==> src/rtl/rotorLockPkg.sv <==
package rotorLockPkg;

  typedef enum logic [1:0] {
    PH_RUN   = 2'd0,
    PH_BRAKE = 2'd1,
    PH_RETRY = 2'd2
  } phase_t;

  // commands from control to the tick counter
  typedef struct packed {
    logic   clr;
    logic   inc;
    phase_t limSel;
  } cntCmd_t;

  // status from the datapath back to control
  typedef struct packed {
    logic tachEdge;
    logic atLimit;
  } cntStat_t;

endpackage

==> src/rtl/rldDatapath.sv <==
module rldDatapath
  import rotorLockPkg::*;
#(
  parameter int WINDOW_TICKS = 8,
  parameter int OFF_TICKS    = 120,
  parameter int ON_TICKS     = 8
) (
  input  logic     clk,
  input  logic     rstN,
  input  logic     tachIn,
  input  cntCmd_t  cmd,
  output cntStat_t stat
);

  localparam int MAX_A     = (WINDOW_TICKS > ON_TICKS) ? WINDOW_TICKS : ON_TICKS;
  localparam int MAX_TICKS = (MAX_A > OFF_TICKS) ? MAX_A : OFF_TICKS;
  localparam int CNT_W     = (MAX_TICKS > 1) ? $clog2(MAX_TICKS) : 1;
  localparam logic [CNT_W-1:0] WIN_LAST = CNT_W'(WINDOW_TICKS - 1);
  localparam logic [CNT_W-1:0] OFF_LAST = CNT_W'(OFF_TICKS - 1);
  localparam logic [CNT_W-1:0] ON_LAST  = CNT_W'(ON_TICKS - 1);

  logic             tachQ;
  logic [CNT_W-1:0] tickCnt;
  logic [CNT_W-1:0] limit;

  always_ff @(posedge clk or negedge rstN) begin
    if (!rstN) tachQ <= 1'b0;
    else       tachQ <= tachIn;
  end

  always_ff @(posedge clk or negedge rstN) begin
    if (!rstN)        tickCnt <= '0;
    else if (cmd.clr) tickCnt <= '0;
    else if (cmd.inc) tickCnt <= tickCnt + 1'b1;
  end

  always_comb begin
    unique case (cmd.limSel)
      PH_BRAKE: limit = OFF_LAST;
      PH_RETRY: limit = ON_LAST;
      default:  limit = WIN_LAST;
    endcase
  end

  assign stat.tachEdge = tachIn ^ tachQ;
  assign stat.atLimit  = (tickCnt == limit);

endmodule

==> src/rtl/rldCtrl.sv <==
module rldCtrl
  import rotorLockPkg::*;
(
  input  logic     clk,
  input  logic     rstN,
  input  logic     oscTick,
  input  logic     driveEn,
  input  cntStat_t stat,
  output cntCmd_t  cmd,
  output logic     lockFlag,
  output logic     srcDisable,
  output logic     holdSinks
);

  phase_t phase, phaseNxt;

  always_comb begin
    phaseNxt = phase;
    cmd.clr  = 1'b0;
    cmd.inc  = 1'b0;
    cmd.limSel = phase;
    if (!driveEn) begin
      phaseNxt = PH_RUN;
      cmd.clr  = 1'b1;
    end else begin
      unique case (phase)
        PH_RUN: begin
          if (stat.tachEdge) cmd.clr = 1'b1;
          else if (oscTick) begin
            if (stat.atLimit) begin
              phaseNxt = PH_BRAKE;
              cmd.clr  = 1'b1;
            end else cmd.inc = 1'b1;
          end
        end
        PH_BRAKE: begin
          if (oscTick) begin
            if (stat.atLimit) begin
              phaseNxt = PH_RETRY;
              cmd.clr  = 1'b1;
            end else cmd.inc = 1'b1;
          end
        end
        PH_RETRY: begin
          if (stat.tachEdge) begin
            phaseNxt = PH_RUN;
            cmd.clr  = 1'b1;
          end else if (oscTick) begin
            if (stat.atLimit) begin
              phaseNxt = PH_BRAKE;
              cmd.clr  = 1'b1;
            end else cmd.inc = 1'b1;
          end
        end
        default: begin
          phaseNxt = PH_RUN;
          cmd.clr  = 1'b1;
        end
      endcase
    end
  end

  always_ff @(posedge clk or negedge rstN) begin
    if (!rstN) begin
      phase      <= PH_RUN;
      lockFlag   <= 1'b0;
      srcDisable <= 1'b0;
      holdSinks  <= 1'b0;
    end else begin
      phase      <= phaseNxt;
      lockFlag   <= (phaseNxt != PH_RUN);
      srcDisable <= (phaseNxt == PH_BRAKE);
      holdSinks  <= (phaseNxt == PH_BRAKE);
    end
  end

endmodule

==> src/rtl/rotorLockDetect.sv <==
module rotorLockDetect
  import rotorLockPkg::*;
#(
  parameter int WINDOW_TICKS = 8,
  parameter int OFF_TICKS    = 120,
  parameter int ON_TICKS     = 8
) (
  input  logic clk,
  input  logic rstN,
  input  logic tachIn,
  input  logic oscTick,
  input  logic driveEn,
  output logic lockFlag,
  output logic srcDisable,
  output logic holdSinks
);

  cntCmd_t  cmd;
  cntStat_t stat;

  rldDatapath #(
    .WINDOW_TICKS(WINDOW_TICKS),
    .OFF_TICKS   (OFF_TICKS),
    .ON_TICKS    (ON_TICKS)
  ) uDatapath (
    .clk   (clk),
    .rstN  (rstN),
    .tachIn(tachIn),
    .cmd   (cmd),
    .stat  (stat)
  );

  rldCtrl uCtrl (
    .clk       (clk),
    .rstN      (rstN),
    .oscTick   (oscTick),
    .driveEn   (driveEn),
    .stat      (stat),
    .cmd       (cmd),
    .lockFlag  (lockFlag),
    .srcDisable(srcDisable),
    .holdSinks (holdSinks)
  );

endmodule

==> config.mk <==
export PLATFORM = sky130hd
export DESIGN_NAME = rotorLockDetect
export DESIGN_NICKNAME = d
export VERILOG_FILES = /design/src/rtl/rotorLockPkg.sv /design/src/rtl/rldDatapath.sv /design/src/rtl/rldCtrl.sv /design/src/rtl/rotorLockDetect.sv
export SDC_FILE = /design/constraint.sdc
export NUM_CORES = 1
export LEC_CHECK = 0
export BUFFER_PORTS_ARGS = -buffer_cell sky130_fd_sc_hd__buf_2
export CORE_AREA = 5 5 42 44
export DETAILED_ROUTE_END_ITERATION = 10
export DIE_AREA = 0 0 47 49
export HOLD_SLACK_MARGIN = 0.08
export MAX_ROUTING_LAYER = met4
export PLACE_DENSITY = 0.65
export SLEW_MARGIN = 20
export SYNTH_ARGS = -nofsm -noshare
export SYNTH_HDL_FRONTEND = slang
export SYNTH_SLANG_ARGS = --single-unit
==> constraint.sdc <==
create_clock -name clk -period 2 [get_ports clk]
set_clock_uncertainty 0.1 [all_clocks]
set_input_delay 0.6 -clock clk [delete_from_list [all_inputs] [get_ports clk]]
set_output_delay 0.6 -clock clk [all_outputs]
set_load 0.02 [all_outputs]
Yosys cells after proc, flatten, opt, wreduce, memory -nomap -nowiden
Cells that the tools add are included.
{"block": "totals", "elab_cells": 35, "output_inout_bits": 3, "in_bits": 5, "ff_bits": 12}
{"block": "op_classes", "bitwise_logic": 1, "n_mux": 20, "reduce_logical": 4, "n_eq_ne": 4, "addsub": 1}
{"op": "$mux W7", "count": 3}
{"op": "$mux W2", "count": 8}
{"op": "$add A7 B1 Y7 const B", "count": 1}
{"op": "$eq A7 B7 Y1", "count": 1}
{"op": "$mux W1", "count": 6}
{"op": "$pmux W2 S3", "count": 1}
{"op": "$eq A2 B1 Y1 const B", "count": 2}
{"op": "$pmux W1 S2", "count": 2}
{"op": "$reduce_bool A2 Y1", "count": 2}
{"op": "$eq A2 B2 Y1 const B", "count": 1}
{"op": "$logic_not A2 Y1", "count": 1}
{"op": "$reduce_or A2 Y1", "count": 1}
{"op": "$xor A1 B1 Y1", "count": 1}

Depth between registers and ports, before layout
Gate-level depths: netlist of the first run.
{"block": "logic_depth", "ltp_word": 10, "ltp_mapped": 5, "depth_no_buf": 4}

Hierarchy
Synthesis of the first run repeated with hierarchy kept, for this count alone.
{"block": "hier_totals", "cells_unflattened": 57, "area_unflattened_um2": 589.3}
{"module": "rldDatapath", "area_per_inst_um2": 379.1, "cells_each": 36, "instances": 1}
{"module": "rldCtrl", "area_per_inst_um2": 210.2, "cells_each": 21, "instances": 1}

Worst setup path after synthesis of the first run
OpenSTA, ideal clock, no wires.
{"block": "synth_timing", "path_kind": "input to register", "startpoint": "in driveEn", "endpoint": "reg uDatapath.tickCnt[0]", "path_buffers": 0, "arrival_ns": 1.273, "setup_time_ns": 0.139, "slack_ns": 0.487, "t_required_ns": 1.761, "stages": 3, "cell_sequence": "and2b_2 a21oi_1 o22ai_1"}
{"block": "synth_via", "elab_chain_cells": 2, "elab_cells_between_ends": 4, "classes_between": "mux (3); reduce/logical (1)"}
{"item": "from (decl)", "line": "rotorLockDetect.sv:12", "text": "input logic driveEn,"}
{"item": "$mux W1", "line": "rldCtrl.sv:22", "text": "if (!driveEn) begin"}
{"item": "$mux W7 / $reduce_bool A2 Y1 (equally long branches)"}
{"item": "to (signal assigned)", "line": "rldDatapath.sv:34", "text": "else if (cmd.inc) tickCnt <= tickCnt + 1'b1;"}
{"item": "to (decl)", "line": "rldDatapath.sv:23", "text": "logic [CNT_W-1:0] tickCnt;"}
Parallel ways exist; a longest one is shown, timed or not.
A chain may end at the register's enable or synchronous reset.

Worst setup path in the final report of the first run
{"block": "layout_timing", "startpoint": "reg uDatapath.tickCnt[4]", "endpoint": "reg uDatapath.tickCnt[0]"}
{"block": "layout_via", "elab_chain_cells": 7, "elab_cells_between_ends": 12, "classes_between": "eq/ne (1); mux (10); reduce/logical (1)"}
{"item": "$eq A7 B7 Y1 (*)", "line": "rldDatapath.sv:46", "text": "assign stat.atLimit = (tickCnt == limit);"}
{"item": "$mux W1", "line": "rldCtrl.sv:30, rldCtrl.sv:38, rldCtrl.sv:49"}
{"item": "$mux W2 (*)", "line": "rldCtrl.sv:37", "text": "if (oscTick) begin"}
{"item": "$mux W1", "line": "rldCtrl.sv:28", "text": "if (stat.tachEdge) cmd.clr = 1'b1;"}
{"item": "$pmux W1 S2", "line": "rldCtrl.sv:26", "text": "unique case (phase)"}
{"item": "$mux W1", "line": "rldCtrl.sv:22"}
{"item": "$mux W7 / $reduce_bool A2 Y1 (equally long branches)"}
Mark *: on every way between the ends. The rest lies on a longest branch, timed or not.

==> results of run 1 <==
-- worst max-delay path by stage --
stage / from / endpoint / slack, ns / cells after the start
3_5_place_dp: tachIn / uDatapath.tickCnt[1] / 0.27 / 5
6_report: uDatapath.tickCnt[4] / uDatapath.tickCnt[0] / 0.36 / 4
2_1_floorplan: driveEn / uDatapath.tickCnt[0] / 0.49 / 3
5_1_grt: uDatapath.tickCnt[4] / uDatapath.tickCnt[0] / 0.23 / 4
3_3_place_gp: tachIn / uDatapath.tickCnt[1] / 0.30 / 5
4_1_cts: uDatapath.tickCnt[4] / uDatapath.tickCnt[0] / 0.35 / 4
-- per-stage QoR --
step	power (uW)	worst slack (ns)	std cells	area, um2
global route	491	0.235	83	721
global placement	281	0.303	79	684
CTS	471	0.351	83	721
detailed placement	282	0.271	79	684
finish	468	0.361	83	721
floorplan	266	0.487	57	641
-- worst register-to-register path, delay by kind of cell (launching register included) --
| family | cells | cell delay [ns] |
|---|---|---|
| simple gates | 2 | 0.62 |
| flops | 1 | 0.45 |
| compound gates | 1 | 0.18 |
| mux | 1 | 0.15 |
-- cell type report --
class,instances,area (um2)
clock buffers,4,36.3
multi-input cells,42,318
fillers,125,681
well taps,16,20.0
repair buffers,8,42.5
flip-flops and latches,12,300
inverters,1,3.75
-- logic make-up after synthesis --
group / count (synthesis)
adders and majority gates: 1
muxes: 4
AOI/OAI and AO/OA: 10
xor gates and xnor gates: 4
buffers and inverters: 3
DFF: 12
and+or+nand+nor: 23
-- sequential cells by signal, summed over array words and instances (netlist names) --
register,cells
uCtrl.phase,2
uDatapath.tachQ,1
uDatapath.tickCnt,7
uCtrl.srcDisable,1
uCtrl.lockFlag,1
-- cell usage after synthesis (all sizes together) --
master	count
dfrtp	12
nand2	5
mux2i	4
nor3	4
a21oi	2
a311oi	2
and3	2
buf	2
nand2b	2
nand3	2
nor2	2
xnor2	2
xor2	2
a21o	1
a41oi	1
and2b	1
and3b	1
ha	1
inv	1
nand3b	1
nand4	1
nor2b	1
nor3b	1
o211a	1
o22ai	1
o31a	1
o32ai	1
-- where the power goes --
part / switching, uW / total [uW] / internal [uW]
clock: 80.3 / 191 / 111
sequential: 2.30 / 247 / 245
combinational: 18.6 / 30.0 / 11.4
total: 101 / 468 / 367
-- metal layers --
layer | up-vias | wire (um) | part of all wire (%)
met1 | 218 | 501 | 45
met4 | 0 | 21 | 1.9
met2 | 9 | 550 | 49
met3 | 4 | 51 | 4.5
li1 | 227 | - | -
met5 | - | 0 | 0
==> impl_results.md, run 1 <==
- Routability-driven placement congestion ratio: 0.698
- Largest net degree at the start of global routing: 13
- Gate Count Post-Synth: between 50 and 60
- Number of iterations in the first detailed-routing pass: 4
- Number of H-tree branching levels: 1
- Reg-to-Reg Start: uDatapath.tickCnt[4]
- Hold_ws: 0.0879 ns
- Maximum vdd drop: between 0.4 and 0.5 mV
- YS warnings: 0
- Remaining design rule violation count: 0
- Slew Limit Fails: 0
- Number of antenna violations at the first check in global routing: 0
- Critical path's top delay family: simple AND/OR/NAND/NOR gates
- Total clock sinks: 12
- Detail Placement HPWL: 797 um
- Adder and majority cell fraction of the synthesized area: 1.95%
- Data arrival time of the critical path: 1.67 ns
- Post-Synth Simple-Gate Area: 23.0%
- Min Clock Period, post-route: 1.64 ns
- Post-synthesis mux area share: 6.84%
- Most frequent standard cell in the layout excluding fill and tap cells: sky130_fd_sc_hd__dfrtp_1
- Antenna cells: 0
- RSZ-0062 raised after global routing: no
- Total of buffers placed on input and output ports: 7
- Kind of start point of the critical path: register
- Vias after detailed routing: 458
- Most frequent CP cell: sky130_fd_sc_hd__nor3_1
- Max Cap Viol: 0
- Busiest grt layer: met2
- Worst path max stage delay: 0.45 ns
- Total grt overflow: 0
- Setup_tns: 0 ns
- Site Rows: 14
- Synth Area in Compound Gates: 12.3%
- Cell Area, Synth: around 640 um2
- Distinct cell type count after synthesis: 30
- Outcome: finished, final reports clean
- Cell Pwr Density: 650 nW/um2
- Maximum buffer depth of the clock tree: 2
- Met3 Resource Use GR: 2.21%
- Final number of setup-violating endpoints: 0
- Hold bufs inserted after CTS: 0
- Combinational family with the most area after synthesis: simple AND/OR/NAND/NOR gates
- Vias per cell: ~5.5
- Synthesized Nets: 63
- Initial detailed-routing violation count: 8
- Net count reported at finish: 74
- Post-synthesis xor/xnor area fraction: 5.47%
- Worst-path maximum fanout: 7
- Overall Global Routing Usage: 12.0%
- Post-synth top area share: around 47%
- Library cell contributing the largest single delay on the critical path: sky130_fd_sc_hd__dfrtp_1
- Total Wirelength: 1.13 mm
- Die footprint: about 2300 um2
- Wire length of the first global-routing pass: 1.99 mm
- R2R cell count: 4
- Worst setup EP type: register
- Synth area leader: sky130_fd_sc_hd__dfrtp_1
- LEAKAGE: about 0.00034 uW
- Seq/Total Area, Yosys: 46.9%
- Die X: 47 um
- GR Layer Usage met1: 15.3%
- Starting density of the core: 45.7%
- Number of top-level design ports: 8
- Die Ht: 49 um
- Flop2flop setup slack: 0.36 ns
- Clock Latency Late Sink: 0.27 ns
- CTS resizes: 0
- Met2 global-route usage: 17.9%
- Clock buffer count from CTS: 3
- Clock root buffer: sky130_fd_sc_hd__clkbuf_4
- Slew margin rel.: roughly 75%
- Worst endpoint required time: 2.03 ns
- Standard cell core area: about 1400 um2
- Cell-by-cell listing of the critical path: nor3_1, mux2i_2, nor3_1, o22ai_1
- Clock transition at path regs: 0.08 ns
- Highest Clock Rate: 610 MHz
- Number of buffer and inverter stages on the critical path: 0
- Number of global-route vias before repair: around 480
- Final core area utilization: about 50%
- # Post-CTS Setup Buffers: 0
- Share of the clock period used by the worst path after layout: ~82%
- Mean cell area of the mapped netlist: 11.2 um2
- Worst Tran Pin Value: 0.377 ns
- Count of nets left with antenna violations after detail routing: 0
- Wire length per cell after detailed routing: 13.6 um
- Most frequent cells in the layout: 12 x sky130_fd_sc_hd__dfrtp_1, 7 x sky130_fd_sc_hd__buf_2, 5 x sky130_fd_sc_hd__nand2_1
- TritonCTS clock tree: done
- Layout cell share with drive strength beyond 1: 28.4%
- Synthesis-to-layout area growth: 12.5%
- Worst hold-check path type: in -> async
- Top post-synthesis cells by area: sky130_fd_sc_hd__dfrtp_1 47%, sky130_fd_sc_hd__mux2i_1 4.7%, sky130_fd_sc_hd__nor3_1 3.1%
- Seq cells post-synth: 12
- Number of hold violations in the final report: 0
- Reg-to-reg endpoint: uDatapath.tickCnt[0]
- Critical path start-end classification: reg -> reg
Power figures use the tool's default switching activity.
==> run 2, diff against run 1 <==
--- a/config.mk
+++ b/config.mk
@@ -5,13 +5,14 @@
 export SDC_FILE = /design/constraint.sdc
 export NUM_CORES = 1
 export LEC_CHECK = 0
+export ABC_AREA = 1
 export BUFFER_PORTS_ARGS = -buffer_cell sky130_fd_sc_hd__buf_2
-export CORE_AREA = 5 5 42 44
+export CORE_AREA = 5 5 45 47
 export DETAILED_ROUTE_END_ITERATION = 10
-export DIE_AREA = 0 0 47 49
+export DIE_AREA = 0 0 50 52
 export HOLD_SLACK_MARGIN = 0.08
 export MAX_ROUTING_LAYER = met4
-export PLACE_DENSITY = 0.65
+export PLACE_DENSITY = 0.66
 export SLEW_MARGIN = 20
 export SYNTH_ARGS = -nofsm -noshare
 export SYNTH_HDL_FRONTEND = slang
==> constraint.sdc (replaced) <==
create_clock -name clk -period 1.4 [get_ports clk]
set_clock_uncertainty 0.1 [all_clocks]
set_input_delay 0.42 -clock clk [delete_from_list [all_inputs] [get_ports clk]]
set_output_delay 0.42 -clock clk [all_outputs]
set_load 0.02 [all_outputs]
==> run 2 against run 1 <==
Effect of this change:
- largest power group unchanged
- core utilization increased by 3.7 points
- worst hold slack improved by 0.11 ns
- non-clock buffer count rose by 10
- global-route usage decreased by 0.20 points
- register-to-register slack worse by 0.27 ns
- critical path type is now reg -> out
- critical endpoint is now holdSinks
==> impl_results.md, run 2 <==
- Detail Placement HPWL: 1.02 mm (+28%)
- Worst path max stage delay: 0.37 ns (-0.08 ns)
- Hold_ws: 0.195 ns (+0.107 ns)
- Min Clock Period, post-route: 1.31 ns
- Overall Global Routing Usage: 11.8% (-0.20 points)
- Synth area leader: sky130_fd_sc_hd__dfrtp_1
- Pre-CTS setup slack: -0.0635 ns (-0.335 ns)
- Sw Share: 23.6% (+2.0 points)
- Max Cap Viol: 0 (unchanged)
- Worst hold-check path type: in -> reg
- Setup slack of the critical path after layout: 0.0903 ns (-0.270 ns)
- Part of the total power dissipated in combinational logic: 11.9% (+5.5 points)
- Clock transition at path regs: 0.07 ns (about the same)
- Fraction of synthesis flops using an asynchronous set or reset pin: 100% (unchanged)
- Highest Clock Rate: 764 MHz
- Adder and majority cell fraction of the synthesized area: 1.71% (-0.24 points)
- Total Wirelength: 1.39 mm (+24%)
- Number of flip-flops in the largest register: 7 (unchanged)
- Post-Synth Simple-Gate Area: 38.7% (+16 points)
- Worst-path maximum fanout: 2 (-5)
- Die Ht: 52 um (+6.1%)
- Mean cell area of the mapped netlist: 7.77 um2 (-31%)
- Die footprint: 2600 um2 (+13%)
- Number of antenna violations at the first check in global routing: 0 (unchanged)
- Count of nets left with antenna violations after detail routing: 0 (unchanged)
- TritonCTS clock tree: done
- Cell-by-cell listing of the critical path: buf_2
- Share of the clock period used by the worst path after layout: between 90% and 100%
- Routability-driven placement congestion ratio: 0.921 (+32%)
- Layout cell share with drive strength beyond 1: 31.0% (+2.6 points)
- Most frequent standard cell in the layout excluding fill and tap cells: sky130_fd_sc_hd__nand2_1
- Share of total power in sequential cells: 55.6% (+2.8 points)
- Number of top-level design ports: 8 (unchanged)
- Worst endpoint required time: 0.88 ns (-1.15 ns)
- Wire length per cell after detailed routing: 10.7 um (-21%)
- Part of the total power dissipated in the clock network: 32.5% (-8.3 points)
- Vias after detailed routing: 641 (+40%)
- Seq cells post-synth: 12 (unchanged)
- Internal: 485 uW (+32%)
- Maximum buffer depth of the clock tree: 2 (unchanged)
- Remaining design rule violation count: 0 (unchanged)
- Top flop regs: uDatapath.tickCnt: 7 flops, uCtrl.phase: 2 flops
- Footprint of the flip-flops and latches: 302 um2 (+0.42%)
- Post-synthesis xor/xnor area fraction: 3.60% (-1.9 points)
- Overall Power: 635 uW (+36%)
- YS warnings: 0 (unchanged)
- Synth Area in Compound Gates: 3.25% (-9.1 points)
- Seq/Total Area, Yosys: 41.1% (-5.8 points)
- Number of filler instances in the final layout: 153 (+22%)
- Final number of setup-violating endpoints: 0 (unchanged)
- Hold-critical path depth: 1
- Number of H-tree branching levels: 1 (unchanged)
- P_sw: 150 uW (+48%)
- Worst Tran Pin Value: 0.290 ns (-0.0871 ns)
- Total clock sinks: 12 (unchanged)
- Critical path start-end classification: reg -> out
- Total of buffers placed on input and output ports: 7 (unchanged)
- Slew margin rel.: 80.7% (+6.0 points)
- Clock Latency Late Sink: 0.27 ns (about the same)
- Most used standard cell by instance count after synthesis: sky130_fd_sc_hd__nand2_1
- Library cell contributing the largest single delay on the critical path: sky130_fd_sc_hd__dfrtp_1
- Slew Limit Fails: 0 (unchanged)
- Die X: 50 um (+6.4%)
- Vias per cell: 4.93 (-11%)
- Clock buffer count from CTS: 3 (unchanged)
- Site Rows: 15 (+1)
- Count of cell instances traversed by the critical path: 1 (-3)
- Number of hold violations in the final report: 0 (unchanged)
- Distinct cell type count after synthesis: 18 (-40%)
- Number of iterations in the first detailed-routing pass: 4 (unchanged)
- Standard cell core area: 1610 um2 (+15%)
- Net count reported at finish: 121 (+64%)
- Starting density of the core: 45.3% (-0.44 points)
- Number of buffer and inverter stages on the critical path: 1 (+1)
- Clock root buffer: sky130_fd_sc_hd__clkbuf_4
- Synthesis-to-layout area growth: 21.7%
- R2R cell count: 6 (+2)
- Data arrival time of the critical path: 0.79 ns (-0.88 ns)
- Cell Pwr Density: 714 nW/um2 (+9.8%)
- Combinational family with the most area after synthesis: simple AND/OR/NAND/NOR gates
- Initial detailed-routing violation count: 17 (+9)
- Area of the multi-input gates: 358 um2 (+13%)
- Post-synthesis mux area share: 0% (-6.8 points)
- Total grt overflow: 0 (unchanged)
- Worst setup EP type: output port
- Outcome: finished, final reports clean
- Wire length of the first global-routing pass: 2.27 mm (+14%)
- Kind of start point of the critical path: register
- Critical path's top delay family: flip-flops
- Synthesized Nets: 100 (+59%)
- Commonest register cell after synthesis: sky130_fd_sc_hd__dfrtp_1
- Number of global-route vias before repair: 531 (+12%)
- LEAKAGE: 0.000545 uW (+61%)
- Largest net degree at the start of global routing: 13 (unchanged)
- Cells after DPL: 120 (+52%)
- Post-synth EDFFs: 0 (unchanged)
- Maximum vdd drop: 0.661 mV (+61%)
- Non-filler cells in the finished layout: 130 (+57%)
- Synth cell count leaders: 31 x sky130_fd_sc_hd__nand2_1, 12 x sky130_fd_sc_hd__dfrtp_1, 12 x sky130_fd_sc_hd__inv_1, 9 x sky130_fd_sc_hd__nand4_1, 7 x sky130_fd_sc_hd__nand3_1
- Post-synth top area share: 41.1% (-5.8 points)
- Antenna cells: 0 (unchanged)
- Gate Count Post-Synth: 94 (+65%)
- Largest register by flop count: uDatapath.tickCnt
- Most frequent cells in the layout: 29 x sky130_fd_sc_hd__nand2_1, 12 x sky130_fd_sc_hd__inv_1, 11 x sky130_fd_sc_hd__dfrtp_1
- Top post-synthesis cells by area: sky130_fd_sc_hd__dfrtp_1 41%, sky130_fd_sc_hd__nand2_1 16%, sky130_fd_sc_hd__nand4_1 7.7%
- Cell Area, Synth: 731 um2 (+14%)
-- run 2: what timing repair did --
item / CTS / global route
endpoints found under the setup margin: 0 / 10
hold buffers: 1 / 0
gates resized for setup: 0 / 4
hold endpoints to repair: 12 / 0
setup buffers: 0 / 6
-- run 2: per-stage QoR --
step | area [um2] | setup TNS (ns) | utilization, %
detailed placement | 801 | -0.341 | 49.6
global route | 890 | -0.000574 | 55.1
CTS | 833 | 0 | 51.6
global placement | 801 | -0.189 | 49.6
finish | 890 | 0 | 55.1
floorplan | 733 | 0 | -
-- run 2: worst paths after layout --
check | startpoint | to | slack (ns)
hold / removal | tachIn | uDatapath.tachQ | 0.20
max in group asynchronous | rstN | uDatapath.tickCnt[4] | 0.52
hold reg to reg | uDatapath.tickCnt[4] | uDatapath.tickCnt[4] | 0.45
setup / recovery | uCtrl.srcDisable | holdSinks | 0.09
setup reg to reg | uCtrl.phase[0] | uDatapath.tickCnt[2] | 0.09
min in group asynchronous | rstN | uDatapath.tickCnt[3] | 0.45
-- run 2: layer usage --
| layer | up-vias | part of all wire (%) | routed length [um] | track usage, % |
|---|---|---|---|---|
| met2 | 10 | 44 | 615 | 15.5 |
| met4 | 0 | 2.7 | 38 | 7.86 |
| li1 | 336 | - | - | - |
| met3 | 4 | 2.3 | 32 | 1.72 |
| met1 | 291 | 51 | 704 | 16.5 |
| met5 | - | 0 | 0 | - |
-- run 2: cell families (layout without fill, tap and decap cells) --
family / count (synthesis) / in the layout
AND/OR/NAND/NOR: 57 / 57
XOR/XNOR: 3 / 3
AO/OA/AOI/OAI: 2 / 2
flip-flops: 12 / 12
adder cells (fa/ha/maj): 1 / 1
buffers and inverters: 19 / 38
-- run 2: area by class of cell --
type                            count  share of cell area, %
Timing Repair Buffer               18                   13.5
Inverter                           17                   7.45
Sequential cell                    12                   33.9
Tap cell                           17                   2.39
Multi-Input combinational cell     63                   40.2
Clock buffer                        3                   2.53
-- run 2: power by group through the flow --
stage	Combinational [uW]	Sequential (uW)	Clock [uW]
floorplan	36.1	361	0
global placement	60.9	360	0
detailed placement	62.4	360	0
CTS	64.8	353	211
global route	84.2	354	226
finish	75.8	353	206
==> run 3, diff against run 2 <==
==> constraint.sdc (replaced) <==
create_clock -name clk -period 1.4 [get_ports clk]
set_clock_uncertainty 0.1 [all_clocks]
set_input_delay 0.14 -clock clk [delete_from_list [all_inputs] [get_ports clk]]
set_output_delay 0.14 -clock clk [all_outputs]
set_load 0.02 [all_outputs]
==> run 3 against run 2 <==
Effect of this change:
- clock-buffer cell count rose by 1
- largest cell class unchanged
- clock power is 32% higher
- critical path depth is 6 higher
- core utilization rose by 1.2 points
- design area is 2.3% higher
- first-iteration DRC count down 47%
- non-clock buffer count decreased by 2
==> impl_results.md, run 3 (synthesis gave the netlist of run 2 again) <==
- Total grt overflow: 0 (unchanged)
- TritonCTS clock tree: done
- Sw Share: 22.5% (-1.1 points)
- Internal: 540 uW (+11%)
- Standard cell core area: 1610 um2 (unchanged)
- Remaining design rule violation count: 0 (unchanged)
- Max Cap Viol: 0 (unchanged)
- Number of top-level design ports: 8 (unchanged)
- Number of H-tree branching levels: 1 (unchanged)
- Slew Limit Fails: 0 (unchanged)
- Part of the total power dissipated in the clock network: 39.0% (+6.5 points)
- Most frequent standard cell in the layout excluding fill and tap cells: sky130_fd_sc_hd__nand2_1
- Clock buffer count from CTS: 3 (unchanged)
- Largest net degree at the start of global routing: 13 (unchanged)
- Routability-driven placement congestion ratio: 0.894 (-3.0%)
- Number of flip-flops in the largest register: 7 (unchanged)
- RSZ-0062 raised after global routing: yes
- Overall Power: 697 uW (+9.8%)
- Total clock sinks: 12 (unchanged)
- Detail Placement HPWL: 1.08 mm (+5.3%)
- Number of iterations in the first detailed-routing pass: 4 (unchanged)
- Worst endpoint required time: 1.51 ns (+0.63 ns)
- Vias per cell: 4.92 (-0.17%)
- Kind of start point of the critical path: register
- Worst hold-check path type: in -> async
- Highest Clock Rate: 741 MHz (-3.0%)
- Part of the total power dissipated in combinational logic: 10.3% (-1.6 points)
- Worst-path maximum fanout: 4 (+2)
- LEAKAGE: 0.000538 uW (-1.2%)
- Layout cell share with drive strength beyond 1: 30.4% (-0.62 points)
- Starting density of the core: 45.3% (unchanged)
- Count of nets left with antenna violations after detail routing: 0 (unchanged)
- Clock Latency Late Sink: 0.27 ns (about the same)
- P_sw: 157 uW (+4.6%)
- Number of antenna violations at the first check in global routing: 0 (unchanged)
- Antenna cells: 0 (unchanged)
- Total of buffers placed on input and output ports: 7 (unchanged)
- Largest register by flop count: uDatapath.tickCnt
- Vias after detailed routing: 635 (-0.94%)
- Worst setup EP type: register
- Worst Tran Pin Value: 0.280 ns (-0.0103 ns)
- Initial detailed-routing violation count: 9 (-8)
- Final number of setup-violating endpoints: 0 (unchanged)
- Net count reported at finish: 119 (-1.7%)
- Most frequent cells in the layout: 28 x sky130_fd_sc_hd__nand2_1, 12 x sky130_fd_sc_hd__inv_1, 12 x sky130_fd_sc_hd__dfrtp_1
- Min Clock Period, post-route: 1.35 ns (+0.0398 ns)
- Slew margin rel.: 81.4% (+0.69 points)
- Synthesis-to-layout area growth: 24.5%
- Die X: 50 um (unchanged)
- Area of placed instances: 801 um2 (unchanged)
- Maximum vdd drop: 0.586 mV (-11%)
- Die Ht: 52 um (unchanged)
- Number of hold violations in the final report: 0 (unchanged)
- Total Wirelength: 1.49 mm (+7.5%)
- Die footprint: 2600 um2 (unchanged)
- Outcome: finished, final reports clean
- Clock transition at path regs: 0.07 ns (about the same)
- Critical path start-end classification: reg -> reg
- Post-route design area: 910 um2 (+2.3%)
- Wire length of the first global-routing pass: 2.50 mm (+10%)
- Wire length per cell after detailed routing: 11.6 um (+8.3%)
- Top flop regs: uDatapath.tickCnt: 7 flops, uCtrl.phase: 2 flops
- Number of global-route vias before repair: 589 (+11%)
- Share of total power in sequential cells: 50.7% (-4.9 points)
- Pre-CTS setup slack: 0.0200 ns (+0.0836 ns)
- Cell Pwr Density: 767 nW/um2 (+7.4%)
- Site Rows: 15 (unchanged)
- Setup slack of the critical path after layout: 0.0504 ns (-0.0398 ns)
- Data arrival time of the critical path: 1.46 ns (+0.67 ns)
- Overall Global Routing Usage: 12.5% (+0.73 points)
- Clock root buffer: sky130_fd_sc_hd__clkbuf_4
- Share of the clock period used by the worst path after layout: 96.4% (+2.8 points)
- Maximum buffer depth of the clock tree: 2 (unchanged)
==> run 3: cell types whose count changed in the layout (fill, tap and decap cells not counted), sizes merged <==
cell / previous run / this run
clkbuf: 3 / 4
dlygate4sd3: 1 / 3
buf: 17 / 13
==> run 3: critical path, stage by stage, from the launching register on <==
cell	delay (ns)
sky130_fd_sc_hd__dfrtp_1	0.39
sky130_fd_sc_hd__ha_2	0.20
sky130_fd_sc_hd__nand2_2	0.07
sky130_fd_sc_hd__nor2_4	0.16
sky130_fd_sc_hd__nand3_2	0.10
sky130_fd_sc_hd__nand2_1	0.10
sky130_fd_sc_hd__nand3_2	0.09
sky130_fd_sc_hd__nand2_1	0.07
==> run 3: routing by layer <==
metal  vias to the layer above  wire length (um)  track usage, %
li1                        332                 -               -
met1                       286               662            16.3
met2                        12               749            18.8
met3                         5                52            2.58
met4                         0                29            5.24
met5                         -                 0               -
==> run 3: area by class of cell <==
type                       count  area, um2
clock buffer                   4       36.3
fill                         146        704
inverter                      17       66.3
multi-input combinational     63        375
sequential                    12        300
tap                           17       21.3
timing repair buffer          16        110
==> run 3: worst paths after layout <==
path / start / endpoint / slack (ns) / depth (start not counted)
setup / recovery: uDatapath.tickCnt[1] / uCtrl.lockFlag / 0.05 / 7
hold / removal: rstN / uDatapath.tickCnt[1] / 0.16 / 2
hold reg to reg: uDatapath.tickCnt[1] / uDatapath.tickCnt[1] / 0.45 / 2
min in group clk: oscTick / uDatapath.tickCnt[2] / 0.17 / 3
setup reg to reg: uDatapath.tickCnt[1] / uCtrl.lockFlag / 0.05 / 7
max in group asynchronous: rstN / uDatapath.tickCnt[2] / 0.83 / 2
==> run 3: power by group through the flow <==
stage / Combinational (uW) / Clock (uW) / Sequential, uW
finish: 72.0 / 272 / 353
global route: 79.5 / 297 / 354
CTS: 63.3 / 279 / 353
detailed placement: 57.1 / 0 / 360
global placement: 56.4 / 0 / 360
floorplan: 36.1 / 0 / 361
==> run 3: timing repair <==
action                                 in CTS  in global routing
hold buffers                                3                  0
pin swaps                                   0                  7
gates resized for setup                     1                  6
setup endpoints to repair                   2                 10
buffers inserted                            0                  2
endpoints found under the hold margin      17                  0
==> run 3: per-stage QoR <==
| stage | hold slack [ns] | instances | TNS, ns | util [%] |
|---|---|---|---|---|
| final | 0.164 | 129 | 0 | 56.4 |
| after global routing | 0.179 | 129 | -0.169 | 56.4 |
| after CTS | 0.157 | 127 | 0 | 53.9 |
| after detailed placement | -0.0718 | 120 | 0 | 49.6 |
| after global placement | -0.0698 | 120 | 0 | 49.6 |
| after floorplan | -0.256 | 94 | 0 | - |
